$ cat src/rtl/rtc_match_pkg.sv
package rtc_match_pkg;

  typedef struct packed {
    logic       srst;
    logic       run;
    logic       match_en;
    logic [1:0] xmode;
    logic       clr_match;
    logic       cnt_rn;
    logic       xtal_en;
  } rtc_ctl_t;

  localparam logic [7:0] CTL_RESET = 8'h80;
  localparam int ADDR_CTL  = 0;
  localparam int ADDR_CNT0 = 1;

endpackage

$ cat src/rtl/rtc_prescaler.sv
module rtc_prescaler #(
  parameter int PRE_W = 7
) (
  input  logic clk,
  input  logic rst_n,
  input  logic run,
  input  logic pulse,
  output logic tick
);
  localparam logic [PRE_W-1:0] HALF = {1'b1, {(PRE_W-1){1'b0}}};

  logic [PRE_W-1:0] pre_q, pre_d;

  always_comb begin
    pre_d = pre_q;
    if (!run)       pre_d = HALF;
    else if (pulse) pre_d = pre_q + PRE_W'(1);
  end

  always_ff @(posedge clk or negedge rst_n) begin
    if (!rst_n) pre_q <= HALF;
    else        pre_q <= pre_d;
  end

  assign tick = run & pulse & (&pre_q);

  // counting restarts from the half-period point
  assert_half_start_R2: assert property (@(posedge clk) disable iff (!rst_n)
    $rose(run) |-> (pre_q == HALF));

  assert_tick_gated_R3: assert property (@(posedge clk) disable iff (!rst_n)
    !run |-> !tick);

endmodule

$ cat src/rtl/rtc_regs.sv
module rtc_regs
  import rtc_match_pkg::*;
#(
  parameter int CNT_W    = 40,
  parameter int ADDR_W   = 4,
  parameter int MAT_BASE = 6
) (
  input  logic              clk,
  input  logic              rst_n,
  input  logic              wr_en,
  input  logic [ADDR_W-1:0] addr,
  input  logic [7:0]        wdata,
  output rtc_ctl_t          ctl_q,
  output logic [CNT_W-1:0]  match_q,
  output logic              srst
);
  localparam int NB = CNT_W / 8;

  rtc_ctl_t         ctl_d;
  logic [CNT_W-1:0] match_d;
  logic [1:0]       rel_q, rel_d;

  always_comb begin
    ctl_d   = ctl_q;
    match_d = match_q;
    rel_d   = {rel_q[0], ctl_q.srst};
    if (wr_en) begin
      if (addr == ADDR_W'(ADDR_CTL)) ctl_d = rtc_ctl_t'(wdata);
      for (int i = 0; i < NB; i++)
        if (addr == ADDR_W'(MAT_BASE + i)) match_d[8*i +: 8] = wdata;
    end
  end

  always_ff @(posedge clk or negedge rst_n) begin
    if (!rst_n) begin
      ctl_q   <= rtc_ctl_t'(CTL_RESET);
      match_q <= '0;
      rel_q   <= 2'b11;
    end else begin
      ctl_q   <= ctl_d;
      match_q <= match_d;
      rel_q   <= rel_d;
    end
  end

  assign srst = ctl_q.srst | (|rel_q);

  // soft reset outlives the bit by two cycles
  assert_release_delay_R4: assert property (@(posedge clk) disable iff (!rst_n)
    $fell(ctl_q.srst) |=> srst);

endmodule

$ cat src/rtl/rtc_counter.sv
module rtc_counter #(
  parameter int CNT_W  = 40,
  parameter int ADDR_W = 4,
  parameter int BASE   = 1
) (
  input  logic              clk,
  input  logic              rst_n,
  input  logic              clr,
  input  logic              load_ok,
  input  logic              wr_en,
  input  logic [ADDR_W-1:0] addr,
  input  logic [7:0]        wdata,
  input  logic              tick,
  input  logic              clr_match_en,
  input  logic [CNT_W-1:0]  match_val,
  output logic [CNT_W-1:0]  cnt_q,
  output logic              hit
);
  localparam int NB = CNT_W / 8;

  logic [CNT_W-1:0] cnt_d;
  logic             clr_hit;

  assign hit     = (cnt_q == match_val);
  assign clr_hit = clr_match_en & hit & (|match_val);

  always_comb begin
    cnt_d = cnt_q;
    if (clr) begin
      cnt_d = '0;
    end else if (tick) begin
      if (clr_hit) cnt_d = '0;
      else         cnt_d = cnt_q + CNT_W'(1);
    end else if (wr_en && load_ok) begin
      for (int i = 0; i < NB; i++)
        if (addr == ADDR_W'(BASE + i)) cnt_d[8*i +: 8] = wdata;
    end
  end

  always_ff @(posedge clk or negedge rst_n) begin
    if (!rst_n) cnt_q <= '0;
    else        cnt_q <= cnt_d;
  end

  assert_clear_on_match_R7: assert property (@(posedge clk) disable iff (!rst_n)
    (!clr && tick && clr_match_en && hit && (match_val != '0)) |=> (cnt_q == '0));

  assert_zero_match_no_clear_R7: assert property (@(posedge clk) disable iff (!rst_n)
    (!clr && tick && (match_val == '0) && (cnt_q == '0)) |=> (cnt_q == CNT_W'(1)));

  assert_wrap_R11: assert property (@(posedge clk) disable iff (!rst_n)
    (!clr && tick && !clr_match_en && (&cnt_q)) |=> (cnt_q == '0));

  assert_hold_R3: assert property (@(posedge clk) disable iff (!rst_n)
    (!clr && !tick && !wr_en) |=> $stable(cnt_q));

  assert_no_load_running_R5: assert property (@(posedge clk) disable iff (!rst_n)
    (!clr && !tick && wr_en && !load_ok) |=> $stable(cnt_q));

  assert_clear_R8: assert property (@(posedge clk) disable iff (!rst_n)
    clr |=> (cnt_q == '0));

endmodule

$ cat src/rtl/rtc_match_timer.sv
module rtc_match_timer
  import rtc_match_pkg::*;
#(
  parameter int CNT_W  = 40,
  parameter int PRE_W  = 7,
  parameter int ADDR_W = 4
) (
  input  logic              clk,
  input  logic              rst_n,
  input  logic              xtal_pulse,
  input  logic              bus_wr,
  input  logic              bus_rd,
  input  logic [ADDR_W-1:0] bus_addr,
  input  logic [7:0]        bus_wdata,
  output logic [7:0]        bus_rdata,
  output logic              match_irq,
  output logic              match_wake,
  output logic [1:0]        xtal_mode,
  output logic              xtal_sel
);
  localparam int NB       = CNT_W / 8;
  localparam int MAT_BASE = ADDR_CNT0 + NB;

  logic [1:0]       rst_pipe_q;
  logic             arst_n;
  rtc_ctl_t         ctl_q;
  logic [CNT_W-1:0] match_q, cnt_q;
  logic [CNT_W-1:8] snap_q, snap_d;
  logic [7:0]       rdata_q, rdata_d;
  logic             srst, run, tick, hit, cnt_clr;

  // asynchronous assert, synchronous release
  always_ff @(posedge clk or negedge rst_n) begin
    if (!rst_n) rst_pipe_q <= 2'b00;
    else        rst_pipe_q <= {rst_pipe_q[0], 1'b1};
  end
  assign arst_n = rst_pipe_q[1];

  rtc_regs #(.CNT_W(CNT_W), .ADDR_W(ADDR_W), .MAT_BASE(MAT_BASE)) u_regs (
    .clk(clk), .rst_n(arst_n), .wr_en(bus_wr), .addr(bus_addr), .wdata(bus_wdata),
    .ctl_q(ctl_q), .match_q(match_q), .srst(srst));

  assign run     = ctl_q.run & ~srst & ctl_q.cnt_rn;
  assign cnt_clr = srst | ~ctl_q.cnt_rn;

  rtc_prescaler #(.PRE_W(PRE_W)) u_pre (
    .clk(clk), .rst_n(arst_n), .run(run), .pulse(xtal_pulse), .tick(tick));

  rtc_counter #(.CNT_W(CNT_W), .ADDR_W(ADDR_W), .BASE(ADDR_CNT0)) u_cnt (
    .clk(clk), .rst_n(arst_n), .clr(cnt_clr), .load_ok(~ctl_q.run),
    .wr_en(bus_wr), .addr(bus_addr), .wdata(bus_wdata), .tick(tick),
    .clr_match_en(ctl_q.clr_match), .match_val(match_q), .cnt_q(cnt_q), .hit(hit));

  assign match_irq  = ctl_q.match_en & hit;
  assign match_wake = ctl_q.match_en & hit;
  assign xtal_mode  = ctl_q.xmode;
  assign xtal_sel   = ctl_q.xtal_en;

  always_comb begin
    rdata_d = rdata_q;
    snap_d  = snap_q;
    if (bus_rd) begin
      rdata_d = 8'h00;
      if (bus_addr == ADDR_W'(ADDR_CTL))  rdata_d = ctl_q;
      if (bus_addr == ADDR_W'(ADDR_CNT0)) begin
        rdata_d = cnt_q[7:0];
        snap_d  = cnt_q[CNT_W-1:8];
      end
      for (int i = 1; i < NB; i++)
        if (bus_addr == ADDR_W'(ADDR_CNT0 + i)) rdata_d = snap_q[8*i +: 8];
      for (int i = 0; i < NB; i++)
        if (bus_addr == ADDR_W'(MAT_BASE + i)) rdata_d = match_q[8*i +: 8];
    end
  end

  always_ff @(posedge clk or negedge arst_n) begin
    if (!arst_n) begin
      rdata_q <= 8'h00;
      snap_q  <= '0;
    end else begin
      rdata_q <= rdata_d;
      snap_q  <= snap_d;
    end
  end

  assign bus_rdata = rdata_q;

  assert_match_gate_R6: assert property (@(posedge clk) disable iff (!arst_n)
    !ctl_q.match_en |-> (!match_irq && !match_wake));

  assert_soft_reset_R4: assert property (@(posedge clk) disable iff (!arst_n)
    srst |=> (cnt_q == '0));

  assert_snapshot_R10: assert property (@(posedge clk) disable iff (!arst_n)
    (bus_rd && bus_addr == ADDR_W'(ADDR_CNT0)) |=> (snap_q == $past(cnt_q[CNT_W-1:8])));

endmodule

$ cat config.mk
export PLATFORM = sky130hd
export DESIGN_NAME = rtc_match_timer
export DESIGN_NICKNAME = d
export VERILOG_FILES = /design/src/rtl/rtc_match_pkg.sv /design/src/rtl/rtc_prescaler.sv /design/src/rtl/rtc_regs.sv /design/src/rtl/rtc_counter.sv /design/src/rtl/rtc_match_timer.sv
export SDC_FILE = /design/constraint.sdc
export NUM_CORES = 1
export LEC_CHECK = 0
export BUFFER_PORTS_ARGS = -buffer_cell sky130_fd_sc_hd__buf_2
export CAP_MARGIN = 20
export CORE_MARGIN = 2
export CORE_UTILIZATION = 30
export DETAILED_ROUTE_END_ITERATION = 8
export PLACE_DENSITY = 0.44
export RECOVER_POWER = 25
export SLEW_MARGIN = 30
export SYNTH_ARGS = -nofsm -noshare
export SYNTH_HDL_FRONTEND = slang
export SYNTH_SLANG_ARGS = --single-unit
$ cat constraint.sdc
create_clock -name clk -period 9.8 [get_ports clk]
set_input_delay 0.98 -clock clk [delete_from_list [all_inputs] [get_ports clk]]
set_output_delay 0.98 -clock clk [all_outputs]
set_load 0.005 [all_outputs]
==> results.json <==
{
  "clk_pin_slew_worst_paths_ps": 60,
  "design_area_mm2": 0.00885,
  "final_cells": 1149,
  "crit_arrival_ps": 4280,
  "cts-root-buf": "clkbuf_16",
  "dp_hpwl_um": 20300,
  "r2r_end": "bus_rdata[0]$_DFFE_PN0P_",
  "start_util_pct": 30.3,
  "r2r_slack_ps": 5060,
  "status": "finished with violations",
  "tritoncts": "done",
  "drive_gt1_share_pct": 20.9,
  "nFillCells": 2673,
  "yosysWarningCount": 0,
  "cp_top_family": "buffers and inverters",
  "io_buffers": 29,
  "power_uw": 1900,
  "ys_seq_area_share_pct": 44.4,
  "ctsHoldBuffers": 0,
  "setup_viol": 0,
  "clkSinkCount": 139,
  "syn_area_mm2": 0.00785,
  "fin_skew_ps": 9.51,
  "critical_path.slowest_cell": "clkbuf_1",
  "crit_buf_inv": 1,
  "ant_nets": 0,
  "violations": "max-capacitance violations, max-slew violations",
  "finalCritPeriodShare_pct": 48.3,
  "end_kind": "asynchronous set/reset pin",
  "post-route-drc-count": 0,
  "tns_ps": 0,
  "synth_flop_cell": "dfrtp_1",
  "peakVddDrop_v": 0.000118,
  "wl_per_cell_um": 24.8,
  "area_growth_syn_to_layout_pct": 12.7,
  "grt_pass1_wl_um": 43200,
  "crit_chain": "clkbuf_1",
  "synth_edf_count": 0,
  "cts.htree.levels": 4,
  "grt-ovfl-total": 0,
  "grt_pass1_vias": 6495,
  "async_reset_ff_share_pct": 100,
  "synth_cell_types": 57,
  "reg2reg_depth": 1,
  "die_y_um": 166,
  "nets": 820,
  "drt-total-wl_um": 28500,
  "coreArea_mm2": 0.0259,
  "syn-num-nets": 813,
  "p_leak_uw": 0.00367,
  "dr.first_iter.drc_count": 505,
  "dieArea_mm2": 0.0275,
  "hold_ws_ps": 275,
  "r2r-start": "rst_pipe_q[1]$_DFF_PN0_",
  "clkLatencyLatePin_ps": 430,
  "relSlewSlack_pct": -182,
  "path_class": "reg -> async",
  "required_ps": 9340,
  "slowest_delay_ps": 3000,
  "grt_max_degree": 77,
  "hold_viol": 0,
  "ioPinCount": 30,
  "antenna_cells": 0,
  "postSynthAreaPerCell_um2": 9.89,
  "critPathLaunchType": "flop",
  "vias": 6586,
  "dp.cells": 1116,
  "rows": 59,
  "postCtsResizedCells": 0,
  "rsz0062_at_grt": "false",
  "period_needed_ps": 4740,
  "gp_congestion": 0.891,
  "fmaxAchievable_mhz": 211,
  "cellPowerDensity_mw_per_mm2": 215,
  "cts_setup_buffers": 0,
  "crit_path_max_fanout": 76,
  "grt_usage_pct": 20.9,
  "synth_seq_cells": 139,
  "syn_inst": 794,
  "dieWidth_um": 166,
  "postPlaceCellArea_mm2": 0.00823,
  "drv_slew": 125,
  "cts_made_buffers": 17,
  "firstDrtPassIters": 7,
  "antenna_found_initial": 0,
  "via_per_inst": 5.73,
  "clk_path_buf_depth": 2,
  "min_path_type": "reg -> async",
  "worst_pin_slew_ps": 4230,
  "cap_viol_max_count": 2
}
cell usage in the layout (no fill, tap or decap), drive strengths merged, types with 5 or more instances in the layout:
cell type  instances
nor2              39
buf               35
a221oi            13
dfrtp            135
a211oi             7
a21oi             58
clkinv             6
o221ai            21
xor2              43
o211ai             5
nor4              25
inv               16
o21ai             43
mux2              82
nor3              23
o31ai              5
o21a               8
mux2i             15
nand2             92
nor2b              6
nand3             27
nand4             15
o22ai             13
clkbuf            21
cells in the mapped netlist, types with 3 or more instances:
| library cell | number | area, µm² |
|---|---|---|
| a211oi_1 | 7 | 52.6 |
| nor2b_1 | 6 | 37.5 |
| buf_2 | 11 | 55.1 |
| nor4_1 | 20 | 125 |
| and2_1 | 4 | 25.0 |
| o31a_1 | 3 | 26.3 |
| a21oi_1 | 58 | 290 |
| mux2i_1 | 15 | 150 |
| o21ai_0 | 42 | 210 |
| xor2_1 | 43 | 377 |
| nor3_1 | 23 | 115 |
| dfrtp_1 | 135 | 3380 |
| buf_4 | 3 | 22.5 |
| o221ai_1 | 21 | 184 |
| clkbuf_1 | 23 | 86.3 |
| buf_1 | 5 | 18.8 |
| mux4_2 | 4 | 90.1 |
| nor2_1 | 39 | 146 |
| o22ai_1 | 13 | 81.3 |
| nand3_1 | 27 | 135 |
| nand2_1 | 92 | 345 |
| dfstp_2 | 4 | 105 |
| a221oi_1 | 13 | 114 |
| a22oi_1 | 4 | 30.0 |
| mux2_2 | 82 | 923 |
| a21o_1 | 3 | 22.5 |
| o211ai_1 | 5 | 37.5 |
| nand2b_1 | 3 | 18.8 |
| o21a_1 | 8 | 60.1 |
| nor4_2 | 5 | 62.6 |
| o31ai_1 | 5 | 37.5 |
| inv_1 | 14 | 52.6 |
| xnor2_1 | 3 | 26.3 |
| nand4_1 | 15 | 93.8 |
| buf_6 | 6 | 67.6 |
cell families (layout without fill, tap and decap cells):
group,after synthesis,in the layout,share of synthesized area (%)
other,1,1,0.0478
AO/OA/AOI/OAI,196,196,16.1
flip-flops,139,139,44.4
AND/OR/NAND/NOR,245,245,15.1
multiplexers,101,101,14.8
XOR/XNOR,46,46,5.13
buffers and inverters,64,84,4.11
adder cells (fa/ha/maj),2,2,0.319
per-stage QoR:
step	worst slack [ps]	util (%)
after global routing	4120	34.2
after detailed placement	5850	31.8
after global placement	5950	31.7
after CTS	6300	34.2
after floorplan	5650	-
final	5060	34.2
metal layers:
layer / up-vias / track usage, % / share of wire, % / routed length, µm
li1: 2965 / - / - / -
met5: - / 0 / 0 / 0
met2: 247 / 32.1 / 45 / 12900
met1: 3328 / 30.1 / 47 / 13500
met3: 46 / 3.38 / 5.3 / 1510
met4: 0 / 6.62 / 2.5 / 709
flip-flops by register name (all words and copies together) (netlist names):
| signal | count |
|---|---|
| u_regs.rel_q | 2 |
| u_regs.ctl_q | 8 |
| u_pre.pre_q | 7 |
| rst_pipe_q | 2 |
| u_cnt.cnt_q | 40 |
| bus_rdata | 8 |
| u_regs.match_q | 40 |
| snap_q | 32 |
power breakdown:
group	switching [µW]	internal [µW]	total (µW)
logic	176	160	337
clock network	276	427	703
registers	185	675	859
final cells by class:
| type | count | area, µm² | area share, % |
|---|---|---|---|
| Clock buffer | 18 | 429 | 4.85 |
| Clock inverter | 14 | 194 | 2.19 |
| Inverter | 14 | 52.6 | 0.594 |
| Multi-Input combinational cell | 591 | 4070 | 46.0 |
| Sequential cell | 139 | 3480 | 39.3 |
| Tap cell | 335 | 419 | 4.73 |
| Timing Repair Buffer | 38 | 204 | 2.30 |
worst max path at each step:
stage                          endpoint  depth (start not counted)                     from  slack (ps)
2_1_floorplan  bus_rdata[0]$_DFFE_PN0P_                          0  rst_pipe_q[1]$_DFF_PN0_        5650
3_3_place_gp     snap_q[26]$_DFFE_PN0P_                          6              bus_addr[0]        5950
3_5_place_dp     snap_q[26]$_DFFE_PN0P_                          6              bus_addr[0]        5850
4_1_cts          snap_q[34]$_DFFE_PN0P_                          6              bus_addr[0]        6300
5_1_grt        bus_rdata[0]$_DFFE_PN0P_                          1  rst_pipe_q[1]$_DFF_PN0_        4120
6_report       bus_rdata[0]$_DFFE_PN0P_                          1  rst_pipe_q[1]$_DFF_PN0_        5060
No activity file was read; power rests on OpenSTA's default activity.
